[src/rtl/bic_pkg.sv]
`timescale 1ns/1ps
package bic_pkg;
  typedef enum logic [1:0] {SL_ALU0 = 2'd0, SL_ALU1 = 2'd1, SL_MUL = 2'd2, SL_LDST = 2'd3} slot_e;
  typedef enum logic {CLS_INT = 1'b0, CLS_FP = 1'b1} op_class_e;
  localparam int unsigned FETCH_WORDS = 2;
endpackage

[src/rtl/bic_lane_pick.sv]
`timescale 1ns/1ps
module bic_lane_pick
  import bic_pkg::*;
#(
  parameter int unsigned LANES  = 2,
  parameter int unsigned SLOTS  = 4,
  parameter int unsigned SLOT_W = 16,
  localparam int unsigned DATA_W = SLOTS * SLOT_W,
  localparam int unsigned WORD_W = DATA_W + 1
) (
  input  logic                             hold_vld,
  input  logic [DATA_W-1:0]                hold_ops,
  input  logic                             hold_cls,
  input  logic                             take,
  input  logic                             in_two,
  input  logic                             pair_mode,
  input  logic [FETCH_WORDS*WORD_W-1:0]    in_words,
  output logic [LANES-1:0]                 nxt_vld,
  output logic [LANES*DATA_W-1:0]          nxt_ops,
  output logic [LANES-1:0]                 nxt_fp,
  output logic                             park,
  output logic [DATA_W-1:0]                park_ops,
  output logic                             park_cls
);
  logic [DATA_W-1:0] w0_ops, w1_ops;
  logic              w1_dep, second, gang;
  logic              l0_vld, l0_fp;
  logic [DATA_W-1:0] l0_ops;

  assign w0_ops = in_words[DATA_W-1:0];
  assign w1_ops = in_words[WORD_W+DATA_W-1:WORD_W];
  assign w1_dep = in_words[2*WORD_W-1];
  assign second = in_two | pair_mode;

  always_comb begin
    l0_vld = 1'b0;
    l0_ops = '0;
    l0_fp  = CLS_INT;
    if (hold_vld) begin
      l0_vld = 1'b1;
      l0_ops = hold_ops;
      l0_fp  = hold_cls;
    end else if (take) begin
      l0_vld = 1'b1;
      l0_ops = w0_ops;
    end
  end

  assign park     = ~hold_vld & take & second & ~gang;
  assign park_ops = w1_ops;
  assign park_cls = pair_mode ? CLS_FP : CLS_INT;

  generate
    if (LANES > 1) begin : g_wide
      logic l1_vld;
      assign gang    = pair_mode | ~w1_dep;
      assign l1_vld  = ~hold_vld & take & second & gang;
      assign nxt_vld = {l1_vld, l0_vld};
      assign nxt_ops = {(l1_vld ? w1_ops : {DATA_W{1'b0}}), l0_ops};
      assign nxt_fp  = {(l1_vld & pair_mode), l0_fp};
    end else begin : g_narrow
      assign gang    = 1'b0;
      assign nxt_vld = l0_vld;
      assign nxt_ops = l0_ops;
      assign nxt_fp  = l0_fp;
    end
  endgenerate
endmodule

[src/rtl/bic_result_bank.sv]
`timescale 1ns/1ps
module bic_result_bank #(
  parameter int unsigned LANES  = 2,
  parameter int unsigned SLOTS  = 4,
  parameter int unsigned SLOT_W = 16,
  localparam int unsigned DATA_W = SLOTS * SLOT_W
) (
  input  logic                    clk,
  input  logic                    rst_n,
  input  logic [LANES-1:0]        iss_vld,
  input  logic [LANES*DATA_W-1:0] iss_ops,
  output logic [DATA_W-1:0]       unit_res
);
  generate
    for (genvar s = 0; s < SLOTS; s++) begin : g_unit
      logic [SLOT_W-1:0] res_q, res_d;
      logic              wr_en;

      always_comb begin
        res_d = res_q;
        wr_en = 1'b0;
        for (int l = 0; l < LANES; l++) begin
          if (iss_vld[l] && (iss_ops[l*DATA_W + s*SLOT_W +: SLOT_W] != '0)) begin
            res_d = iss_ops[l*DATA_W + s*SLOT_W +: SLOT_W];
            wr_en = 1'b1;
          end
        end
      end

      always_ff @(posedge clk or negedge rst_n) begin
        if (!rst_n)     res_q <= '0;
        else if (wr_en) res_q <= res_d;
      end

      assign unit_res[s*SLOT_W +: SLOT_W] = res_q;
    end
  endgenerate
endmodule

[src/rtl/bundle_issue_ctrl.sv]
`timescale 1ns/1ps
module bundle_issue_ctrl
  import bic_pkg::*;
#(
  parameter int unsigned LANES  = 2,
  parameter int unsigned SLOTS  = 4,
  parameter int unsigned SLOT_W = 16,
  localparam int unsigned DATA_W = SLOTS * SLOT_W,
  localparam int unsigned WORD_W = DATA_W + 1
) (
  input  logic                          clk,
  input  logic                          rst_n,
  input  logic                          in_vld,
  output logic                          in_rdy,
  input  logic                          in_two,
  input  logic                          pair_mode,
  input  logic [FETCH_WORDS*WORD_W-1:0] in_words,
  output logic [LANES-1:0]              iss_vld,
  output logic [LANES-1:0]              iss_fp,
  output logic [LANES*DATA_W-1:0]       iss_ops,
  output logic [DATA_W-1:0]             unit_res
);
  logic                    hold_vld_q, hold_cls_q;
  logic [DATA_W-1:0]       hold_ops_q;
  logic                    take, park, park_cls;
  logic [DATA_W-1:0]       park_ops;
  logic [LANES-1:0]        nxt_vld, nxt_fp;
  logic [LANES*DATA_W-1:0] nxt_ops;
  logic                    iss_en;

  assign in_rdy = ~hold_vld_q;
  assign take   = in_vld & in_rdy;
  assign iss_en = |nxt_vld;

  bic_lane_pick #(.LANES(LANES), .SLOTS(SLOTS), .SLOT_W(SLOT_W)) u_pick (
    .hold_vld (hold_vld_q),
    .hold_ops (hold_ops_q),
    .hold_cls (hold_cls_q),
    .take     (take),
    .in_two   (in_two),
    .pair_mode(pair_mode),
    .in_words (in_words),
    .nxt_vld  (nxt_vld),
    .nxt_ops  (nxt_ops),
    .nxt_fp   (nxt_fp),
    .park     (park),
    .park_ops (park_ops),
    .park_cls (park_cls)
  );

  always_ff @(posedge clk or negedge rst_n) begin
    if (!rst_n) begin
      hold_vld_q <= 1'b0;
      iss_vld    <= '0;
      iss_fp     <= '0;
    end else begin
      hold_vld_q <= park;
      iss_vld    <= nxt_vld;
      iss_fp     <= nxt_fp;
    end
  end

  always_ff @(posedge clk or negedge rst_n) begin
    if (!rst_n) begin
      hold_ops_q <= '0;
      hold_cls_q <= CLS_INT;
    end else if (park) begin
      hold_ops_q <= park_ops;
      hold_cls_q <= park_cls;
    end
  end

  always_ff @(posedge clk or negedge rst_n) begin
    if (!rst_n)      iss_ops <= '0;
    else if (iss_en) iss_ops <= nxt_ops;
  end

  bic_result_bank #(.LANES(LANES), .SLOTS(SLOTS), .SLOT_W(SLOT_W)) u_bank (
    .clk     (clk),
    .rst_n   (rst_n),
    .iss_vld (iss_vld),
    .iss_ops (iss_ops),
    .unit_res(unit_res)
  );
endmodule

[config.mk]
export PLATFORM = sky130hd
export DESIGN_NAME = bundle_issue_ctrl
export DESIGN_NICKNAME = d
export VERILOG_FILES = /design/src/rtl/bic_pkg.sv /design/src/rtl/bic_lane_pick.sv /design/src/rtl/bic_result_bank.sv /design/src/rtl/bundle_issue_ctrl.sv
export SDC_FILE = /design/constraint.sdc
export NUM_CORES = 1
export LEC_CHECK = 0
export BUFFER_PORTS_ARGS = -buffer_cell sky130_fd_sc_hd__buf_2
export CAP_MARGIN = 20
export CORE_UTILIZATION = 52
export DETAILED_ROUTE_END_ITERATION = 12
export PLACE_DENSITY = 0.8
export SLEW_MARGIN = 20
export SYNTH_ARGS = -nofsm -noshare
export SYNTH_HDL_FRONTEND = slang
export SYNTH_SLANG_ARGS = --single-unit
[constraint.sdc]
create_clock -name clk -period 2.7 [get_ports clk]
set_input_delay 0 -clock clk [delete_from_list [all_inputs] [get_ports clk]]
set_output_delay 0 -clock clk [all_outputs]
set_load 0.01 [all_outputs]
==> summary.txt, run 1 <==
Synth
  – Post-Syn Area per Cell: roughly 12 um2
  – Seq/Total Area, Yosys: 0.591
  – Synthesized cell area: approximately 11,000 um2
  – Synth Register Bits: 262
  – Unique masters post-synth: 26
  – Syn Inst Count: roughly 890
  – Mapped Nets: 1,027
  – Synth warn: 0

Timing
  – Max Slew Vio Count: 0
  – Actual slew at the worst max-slew pin: ~0.77 ns
  – Hold slack: between 0.02 and 0.025 ns
  – F_max: roughly 420 MHz
  – Fin crit period: approximately 2.4 ns
  – Max Clock Skew: between 0.015 and 0.02 ns
  – RSZ-0062 raised after global routing: false
  – Worst setup margin: 0.310 ns
  – Tcrit/Tclk final: 0.885
  – Final setup fails: 0
  – Final Hold Fails: 0
  – Setup TNS: 0 ns
  – Slew margin rel.: 0.489

Outcome
  – Status: finished, final reports clean

Setup path
  – Slowest CP cell: dlygate4sd3_1
  – Crit end category: flop
  – Critical Path AT: approximately 2.8 ns
  – CP max FO: 29
  – Crit path max-delay family: buffers and inverters
  – WP data required: about 3.1 ns
  – Buf/Inv on CP: 3
  – Startpoint types: flop
  – Crit-path max cell delay: 0.65 ns
  – Cell Chain, Critical Path: inv_1, nand2_1, nor3_2, dlygate4sd3_1, buf_12, mux2_2
  – Critical setup path kind: reg -> reg

Global routing
  – GRT overflow: 0
  – First-pass GRT wire length: 55,000 um
  – Vias in the first global route: between 10,000 and 15,000
  – Largest net degree at the start of global routing: 97
  – Initial antenna violation count: 2
  – Overall Global Routing Usage: 0.322

Layout
  – Fin util: 0.734
  – NumNets Final: approximately 1,500
  – Layout cells sized above 1: 0.393
  – Non-Filler Instances: about 1,600
  – Synth-to-Final Area Change: 38.8%

Detailed routing
  – Initial drt markers: 634
  – Via-to-Cell Ratio: just under 6
  – ANT nets after route: 0
  – Final wirelength: approximately 35,000 um
  – Wirelength per Cell: between 20 and 25 um
  – TritonRoute pass-1 iters: 5
  – DR vias: 9,786
  – Remaining DRCs: 0

Pwr
  – Internal: ~7.8 mW
  – Max VDD drop: around 640 uV
  – Flop pwr share: 0.460
  – Combinational share of power: 0.190
  – Switching pwr: slightly above 3 mW
  – Pleak: roughly 7.4 nW
  – Clk pwr share: 0.350
  – Switching share of total power: 0.284
  – PD cells: ~700 nW/um2

Floorplan
  – Chip Width: 148 um
  – Die ar.: roughly 22,000 um2
  – Core Rows: 53
  – Top-Level Pins: 332
  – Core area: 21,000 um2
  – Die Height: around 150 um
  – Initial Utilization: 0.529

Place
  – Placer Congestion: 0.863
  – Placed cell count: roughly 1,500
  – Dpl ws: 0.518 ns
  – HPWL after DPL: 21,000 um
  – # port buffers: 330

Clock network
  – CTS tree: built
  – Post-CTS sizing: 0
  – CTS H-tree lvls: 1
  – Clk slew on worst S/H paths: around 0.07 ns
  – Worst skew pair latency: roughly 0.53 ns
  – Post-CTS Setup Bufs: 0
  – Root buf cell: clkbuf_16
  – CTS Buf Count: 27
  – Clk sink count: around 260
  – Clock tree buffer depth: 3

Worst hold path
  – Min-Delay Path Class: in -> reg

Flow run
  – MaxCap Viol Count: 0
[worst reg2reg max path: stages (launching register included)]
cell	delay [ns]
dfrtp_4	0.47
inv_1	0.10
nand2_1	0.12
nor3_2	0.30
dlygate4sd3_1	0.65
buf_12	0.22
mux2_2	0.41
[routing by layer]
| layer | part of all wire | GRT usage |
|---|---|---|
| met5 | 0 | 0 |
| met2 | 0.50 | 0.541 |
| met3 | 0.090 | 0.0645 |
| met4 | 0.042 | 0.154 |
| met1 | 0.37 | 0.400 |
[synthesized netlist by cell type (all sizes together)]
library cell / instances / area, um2
o41ai: 8 / 175
mux2: 64 / 721
nor3: 1 / 5.00
inv: 3 / 11.3
buf: 32 / 176
a21oi: 65 / 475
o21ai: 64 / 320
dfrtp: 262 / 6560
and3: 1 / 6.26
clkbuf: 34 / 150
a22oi: 64 / 521
or4: 32 / 260
nor2: 66 / 248
a22o: 64 / 561
nand2: 66 / 248
mux2i: 64 / 641
nor2b: 1 / 6.26
and2: 1 / 6.26
[power by group through the flow]
stage | Clock [mW] | Sequential (mW) | Combinational, mW
floorplan | 0 | 5.09 | 0.888
global placement | 0 | 5.02 | 1.82
detailed placement | 0 | 5.05 | 1.87
CTS | 3.86 | 5.00 | 2.03
global route | 4.03 | 5.08 | 2.22
finish | 3.82 | 5.02 | 2.07
[layout by cell type (no fill, tap or decap), types with 56 or more instances in the layout]
master and count:
nor2_1 64, a22o_1 64, mux2i_1 64, dlygate4sd3_1 131, dfrtp_1 260, buf_2 328
mux2_2 64, o21ai_0 64, a22oi_1 56, nand2_1 66
[cell families after synthesis]
kind of cell	count (synthesis)	share of synthesized area
multiplexers	128	0.123
AO/OA/AOI/OAI	265	0.185
buffers and inverters	69	0.0305
AND/OR/NAND/NOR	168	0.0703
flip-flops	262	0.591
[through the flow]
step / total power [mW] / cell area [um2]
floorplan: 5.98 / 11100
global placement: 6.84 / 13200
detailed placement: 6.93 / 13200
CTS: 10.9 / 15400
global route: 11.3 / 15400
finish: 10.9 / 15400
[layout make-up]
type,count,area [um2]
Sequential cell,262,6560
Fill cell,1349,5570
Multi-Input combinational cell,561,4260
Timing Repair Buffer,492,3300
Clock buffer,38,787
Tap cell,275,344
Clock inverter,9,123
Inverter,3,11.3
Antenna cell,2,5.00
[sequential cells by signal (all words and copies together), names as in the netlist]
name,flops
iss_ops,128
iss_fp,2
iss_vld,2
hold_cls_q,1
u_bank.g_unit.res_q,64
hold_ops_q,64
hold_vld_q,1
[worst paths after layout]
kind / from / endpoint / slack (ns) / depth (start not counted)
setup / recovery: hold_vld_q / hold_ops_q[12] / 0.31 / 6
hold / removal: in_vld / iss_ops[46] / 0.02 / 3
setup reg to reg: hold_vld_q / hold_ops_q[12] / 0.31 / 6
hold reg to reg: hold_ops_q[46] / iss_ops[46] / 0.48 / 2
max in group asynchronous: rst_n / iss_ops[14] / 1.71 / 3
min in group asynchronous: rst_n / hold_ops_q[43] / 0.10 / 2
[repair_timing]
action	CTS	global route
hold buffers	131	0
setup endpoints to repair	0	0
hold endpoints to repair	287	0
Power figures use the tool's default switching activity.
==> run 2: changes to the inputs <==
==> constraint.sdc (replaced) <==
create_clock -name clk -period 2.7 [get_ports clk]
set_input_delay 0.27 -clock clk [delete_from_list [all_inputs] [get_ports clk]]
set_output_delay 0.27 -clock clk [all_outputs]
set_load 0.01 [all_outputs]
==> summary.txt, run 2 (same netlist as run 1, synthesis figures left out) <==
Outcome
  – Status: finished, final reports clean

Setup path
  – Critical Path AT: 2.71 ns (-0.08 ns)
  – R2R cell count: 5 (-1)
  – Crit end category: flop
  – FF-to-FF Start: iss_ops[43]
  – R2r setup slk: 0.44 ns (+0.13 ns)
  – WP data required: 3.15 ns (+0.05 ns)
  – CP max FO: 9 (-69%)
  – Critical setup path kind: reg -> reg
  – Worst Setup SP: iss_ops[43]
  – Setup crit end: u_bank.g_unit[2].res_q[11]
  – Startpoint types: flop
  – FF-to-FF End: u_bank.g_unit[2].res_q[11]

Clock network
  – CTS H-tree lvls: 1 (unchanged)
  – CTS tree: built
  – # hold bufs at CTS: 63 (-52%)
  – Worst skew pair latency: 0.52 ns (about the same)
  – Post-CTS Setup Bufs: 0 (unchanged)
  – Root buf cell: clkbuf_16
  – Clk slew on worst S/H paths: 0.06 ns (about the same)
  – CTS Buf Count: 27 (unchanged)
  – Clock tree buffer depth: 3 (unchanged)
  – Post-CTS sizing: 0 (unchanged)
  – Clk sink count: 262 (unchanged)

Timing
  – F_max: 443 MHz (+6.0%)
  – Actual slew at the worst max-slew pin: 0.671 ns (-0.0953 ns)
  – Worst setup margin: 0.445 ns (+0.135 ns)
  – Max Slew Vio Count: 0 (unchanged)
  – RSZ-0062 raised after global routing: false
  – Max Clock Skew: 0.00900 ns (-0.00896 ns)
  – Setup TNS: 0 ns (unchanged)
  – Slew margin rel.: 0.553 (+0.0636)
  – Final Hold Fails: 0 (unchanged)
  – Tcrit/Tclk final: 0.835 (-0.0500)
  – Fin crit period: 2.26 ns (-0.135 ns)
  – Final setup fails: 0 (unchanged)
  – Hold slack: 0.0187 ns (-0.00482 ns)

Global routing
  – Initial antenna violation count: 2 (unchanged)
  – GR peak layer: met2
  – M1 GR Usage: 0.385 (-0.0157)
  – First-pass GRT wire length: 50,700 um (-7.7%)
  – Vias in the first global route: 9,435 (-6.3%)
  – Global Route met3 Usage: 0.0636 (-0.000926)
  – M2 GR Usage: 0.488 (-0.0535)
  – Largest net degree at the start of global routing: 83 (-14%)
  – Overall Global Routing Usage: 0.296 (-0.0262)
  – GRT overflow: 0 (unchanged)

Detailed routing
  – DR vias: 9,083 (-7.2%)
  – Initial drt markers: 642 (+1.3%)
  – Via-to-Cell Ratio: 5.78 (-3.1%)
  – TritonRoute pass-1 iters: 5 (unchanged)
  – Wirelength per Cell: 20.7 um (-4.0%)
  – Final wirelength: 32,600 um (-8.1%)
  – ANT nets after route: 0 (unchanged)
  – Remaining DRCs: 0 (unchanged)

Pwr
  – Pleak: 7.02 nW (-4.8%)
  – Switching share of total power: 0.288 (+0.00424)
  – Internal: 7.35 mW (-6.0%)
  – Max VDD drop: 516 uV (-19%)
  – Design Power: 10.3 mW (-5.4%)
  – Switching pwr: 2.97 mW (-4.0%)
  – Combinational share of power: 0.189 (about the same)
  – PD cells: 709 nW/um2 (about the same)
  – Flop pwr share: 0.484 (+0.024)
  – Clk pwr share: 0.327 (-0.023)

Place
  – Placer Congestion: 0.876 (+1.5%)
  – Placed cell count: 1,465 (+0.21%)
  – # port buffers: 330 (unchanged)
  – Placed Area: 13,200 um2 (about the same)
  – Dpl ws: 0.476 ns (-0.0429 ns)
  – HPWL after DPL: 20,800 um (-0.95%)

Layout
  – Most common cell after layout, fill and taps aside: buf_2
  – NumNets Final: 1,417 (-4.4%)
  – Layout cells sized above 1: 0.409 (+0.0159)
  – Number of flip-flops in the largest register: 128 (unchanged)
  – Register area: 6560 um2 (unchanged)
  – Synth-to-Final Area Change: 31.3%
  – Fin util: 0.695 (-0.0393)
  – Filler instances: 1,472 (+9.1%)
  – Largest regs: iss_ops: 128 flops, hold_ops_q: 64 flops, u_bank.g_unit.res_q: 64 flops
  – Non-Filler Instances: 1,572 (-4.3%)
  – Register with the most flip-flops: iss_ops
  – Multi-input gate area: 4260 um2 (unchanged)
  – Commonest non-fill, non-tap cells in the layout: buf_2 (328), dfrtp_1 (260), nand2_1 (66)
  – Final instance area: 14,600 um2 (-5.4%)

Floorplan
  – Die Height: 148 um (unchanged)
  – Chip Width: 148 um (unchanged)
  – Initial Utilization: 0.529 (unchanged)
  – Core Rows: 53 (unchanged)
  – Core area: 21,000 um2 (unchanged)
  – Die ar.: 21,900 um2 (unchanged)
  – Top-Level Pins: 332 (unchanged)

Worst hold path
  – Min-Delay Path Class: in -> reg

Flow run
  – MaxCap Viol Count: 0 (unchanged)
## run 2: changes by cell type in the layout (fill, tap and decap cells not counted)
cell	before	now
clkbuf_8	7	3
bufinv_16	3	0
clkinv_2	5	2
clkbuf_1	4	9
buf_4	25	30
buf_12	7	5
dlygate4sd3_1	131	63
## run 2: critical path, cell delays in order (launching register included)
cell	delay [ns]
dfrtp_1	0.40
or4_2	0.73
o41ai_4	0.49
buf_4	0.29
a22oi_1	0.11
a21oi_2	0.16
## run 2: layout make-up
type / count / share of cell area
inverter: 3 / 0.000773
sequential: 262 / 0.451
multi-input combinational: 561 / 0.292
clock buffer: 39 / 0.0516
timing repair buffer: 427 / 0.179
antenna: 2 / 0.000344
tap: 275 / 0.0236
clock inverter: 3 / 0.00120
## run 2: worst min-delay path by stage
stage | start | to | slack [ns] | cells after the start
6_report | in_words[109] | iss_ops[108] | 0.02 | 2
5_1_grt | in_words[109] | iss_ops[108] | 0.02 | 2
4_1_cts | in_words[109] | iss_ops[108] | 0.0009 | 2
3_5_place_dp | rst_n | iss_ops[43] | 0.32 | 1
3_3_place_gp | rst_n | iss_ops[43] | 0.32 | 1
2_1_floorplan | rst_n | hold_cls_q | -0.03 | 0
## run 2: per-layer routing
| layer | share of wire | wire (um) |
|---|---|---|
| met5 | 0 | 0 |
| met4 | 0.032 | 1050 |
| met3 | 0.078 | 2550 |
| met2 | 0.49 | 16000 |
| met1 | 0.40 | 12900 |
## run 2: power groups by stage
stage | Combinational (mW) | Clock, mW | Sequential (mW)
after global routing | 2.12 | 3.59 | 5.07
final | 1.95 | 3.38 | 5.00
after global placement | 1.82 | 0 | 5.02
after floorplan | 0.888 | 0 | 5.09
after detailed placement | 1.87 | 0 | 5.05
after CTS | 1.96 | 3.42 | 4.99
==> run 3: changes to the inputs <==
==> constraint.sdc (replaced) <==
create_clock -name clk -period 2.36 [get_ports clk]
set_input_delay 0.236 -clock clk [delete_from_list [all_inputs] [get_ports clk]]
set_output_delay 0.236 -clock clk [all_outputs]
set_load 0.01 [all_outputs]
==> summary.txt, run 3 (same netlist as run 1, synthesis figures left out) <==
Pwr
  – PD cells: 825 nW/um2 (+16%)
  – Internal: 8.84 mW (+20%)
  – Pleak: 7.23 nW (+2.9%)
  – Switching share of total power: 0.285 (-0.00298)
  – Max VDD drop: 628 uV (+22%)
  – Flop pwr share: 0.464 (-0.020)
  – Switching pwr: 3.52 mW (+19%)
  – Clk pwr share: 0.351 (+0.024)
  – Combinational share of power: 0.185 (-0.004)

Clock network
  – Post-CTS Setup Bufs: 0 (unchanged)
  – CTS H-tree lvls: 1 (unchanged)
  – Post-CTS sizing: 0 (unchanged)
  – Worst skew pair latency: 0.54 ns (+0.02 ns)
  – Clk slew on worst S/H paths: 0.06 ns (about the same)
  – CTS Buf Count: 28 (+3.7%)
  – Clk sink count: 262 (unchanged)
  – Clock tree buffer depth: 3 (unchanged)
  – CTS tree: built
  – Root buf cell: clkbuf_16

Setup path
  – Critical setup path kind: reg -> reg
  – FF-to-FF Start: iss_ops[89]
  – R2R cell count: 5 (unchanged)
  – Critical Path AT: 2.49 ns (-0.22 ns)
  – Slowest CP cell: or4_1
  – Crit-path max cell delay: 0.62 ns (-0.11 ns)
  – WP data required: 2.82 ns (-0.33 ns)
  – Cell Chain, Critical Path: or4_1, o41ai_4, buf_4, nor2_1, a21oi_2
  – FF-to-FF End: u_bank.g_unit[1].res_q[7]
  – R2r setup slk: 0.33 ns (-0.11 ns)
  – Worst Setup SP: iss_ops[89]
  – CP max FO: 20 (+11)
  – Startpoint types: flop
  – Crit end category: flop

Detailed routing
  – ANT nets after route: 0 (unchanged)
  – Via-to-Cell Ratio: 5.83 (+0.93%)
  – Remaining DRCs: 0 (unchanged)
  – Wirelength per Cell: 20.8 um (+0.62%)
  – Initial drt markers: 560 (-13%)
  – Final wirelength: 33,500 um (+2.9%)
  – DR vias: 9,377 (+3.2%)
  – TritonRoute pass-1 iters: 8 (+3)

Global routing
  – Largest net degree at the start of global routing: 95 (+14%)
  – Overall Global Routing Usage: 0.303 (+0.00714)
  – Initial antenna violation count: 1 (-1)
  – Vias in the first global route: 9,394 (-0.43%)
  – GRT overflow: 0 (unchanged)
  – First-pass GRT wire length: 51,900 um (+2.2%)

Timing
  – Fin crit period: 2.03 ns (-0.229 ns)
  – Max Clock Skew: 0.0146 ns (+0.00556 ns)
  – F_max: 494 MHz (+11%)
  – RSZ-0062 raised after global routing: false
  – Final setup fails: 0 (unchanged)
  – Final Hold Fails: 0 (unchanged)
  – Max Slew Vio Count: 0 (unchanged)
  – Slew margin rel.: 0.512 (-0.0407)
  – Actual slew at the worst max-slew pin: 0.732 ns (+0.0610 ns)
  – Setup TNS: 0 ns (unchanged)
  – Tcrit/Tclk final: 0.858 (+0.0231)

Layout
  – Largest regs: iss_ops: 128 flops, hold_ops_q: 64 flops, u_bank.g_unit.res_q: 64 flops
  – Synth-to-Final Area Change: 35.2%
  – Layout cells sized above 1: 0.408 (-0.00161)
  – Most common cell after layout, fill and taps aside: buf_2
  – Commonest non-fill, non-tap cells in the layout: buf_2 (328), dfrtp_1 (260), dlygate4sd3_1 (89), nand2_1 (66)
  – Register with the most flip-flops: iss_ops
  – Number of flip-flops in the largest register: 128 (unchanged)
  – NumNets Final: 1,447 (+2.1%)
  – Non-Filler Instances: 1,608 (+2.3%)

Place
  – # port buffers: 330 (unchanged)
  – Placer Congestion: 0.864 (-1.4%)
  – HPWL after DPL: 21,000 um (+0.88%)
  – Placed cell count: 1,468 (+0.20%)

Worst hold path
  – Worst hold start: in_words[1]
  – Min-Delay Path Class: in -> reg
  – Hold Crit Endpoint: iss_ops[1]
  – Hold depth: 3 (+1)

Flow run
  – MaxCap Viol Count: 0 (unchanged)

Floorplan
  – Core area: 21,000 um2 (unchanged)
  – Die Height: 148 um (unchanged)
  – Initial Utilization: 0.529 (unchanged)
  – Top-Level Pins: 332 (unchanged)
  – Core Rows: 53 (unchanged)
  – Die ar.: 21,900 um2 (unchanged)
  – Chip Width: 148 um (unchanged)

Outcome
  – Status: finished, final reports clean
run 3: layer usage:
layer / routed length (um) / track usage
met5: 0 / 0
met4: 1110 / 0.105
met3: 2510 / 0.0506
met2: 16500 / 0.509
met1: 13400 / 0.399
run 3: worst max path at each step:
stage                                       endpoint  slack [ns]
after floorplan            u_bank.g_unit[0].res_q[5]        0.42
after global placement    u_bank.g_unit[1].res_q[12]        0.43
after detailed placement   u_bank.g_unit[0].res_q[7]        0.38
after CTS                  u_bank.g_unit[1].res_q[7]        0.36
after global routing                     iss_ops[11]        0.23
final                      u_bank.g_unit[1].res_q[7]        0.33
run 3: power groups by stage:
stage	clock (mW)	combinational (mW)	sequential (mW)
finish	4.34	2.29	5.74
global route	4.58	2.47	5.81
CTS	4.39	2.26	5.72
detailed placement	0	2.14	5.79
global placement	0	2.07	5.75
floorplan	0	1.02	5.82
run 3: repair_timing:
| item | CTS | global route |
|---|---|---|
| setup endpoints to repair | 0 | 0 |
| hold endpoints to repair | 236 | 0 |
| hold buffers | 89 | 0 |
run 3: through the flow:
stage                     utilization  hold slack (ns)  setup slack (ns)  power (mW)  cell area, um2
after global placement          0.629            0.313             0.425        7.82           13200
after detailed placement        0.629            0.314             0.384        7.93           13200
after CTS                       0.715         0.000345             0.360        12.4           15000
final                           0.715          0.00812             0.334        12.4           15000
after global routing            0.715           0.0118             0.228        12.9           15000
after floorplan                     -          -0.0596             0.418        6.84           11100
run 3: cell type report:
| type | count | area, um2 |
|---|---|---|
| well taps | 275 | 344 |
| clock buffers | 43 | 848 |
| flip-flops and latches | 262 | 6560 |
| inverters | 3 | 11.3 |
| fillers | 1411 | 5970 |
| diodes | 1 | 2.50 |
| multi-input cells | 561 | 4260 |
| clock inverters | 7 | 68.8 |
| repair buffers | 456 | 2900 |
run 3: critical path, delay by kind of cell, from the launching register on:
| family | cells | cell delay, ns |
|---|---|---|
| flip-flops | 1 | 0.41 |
| buffers and inverters | 1 | 0.32 |
| AND/OR/NAND/NOR | 2 | 0.71 |
| AO/OA/AOI/OAI | 2 | 0.50 |
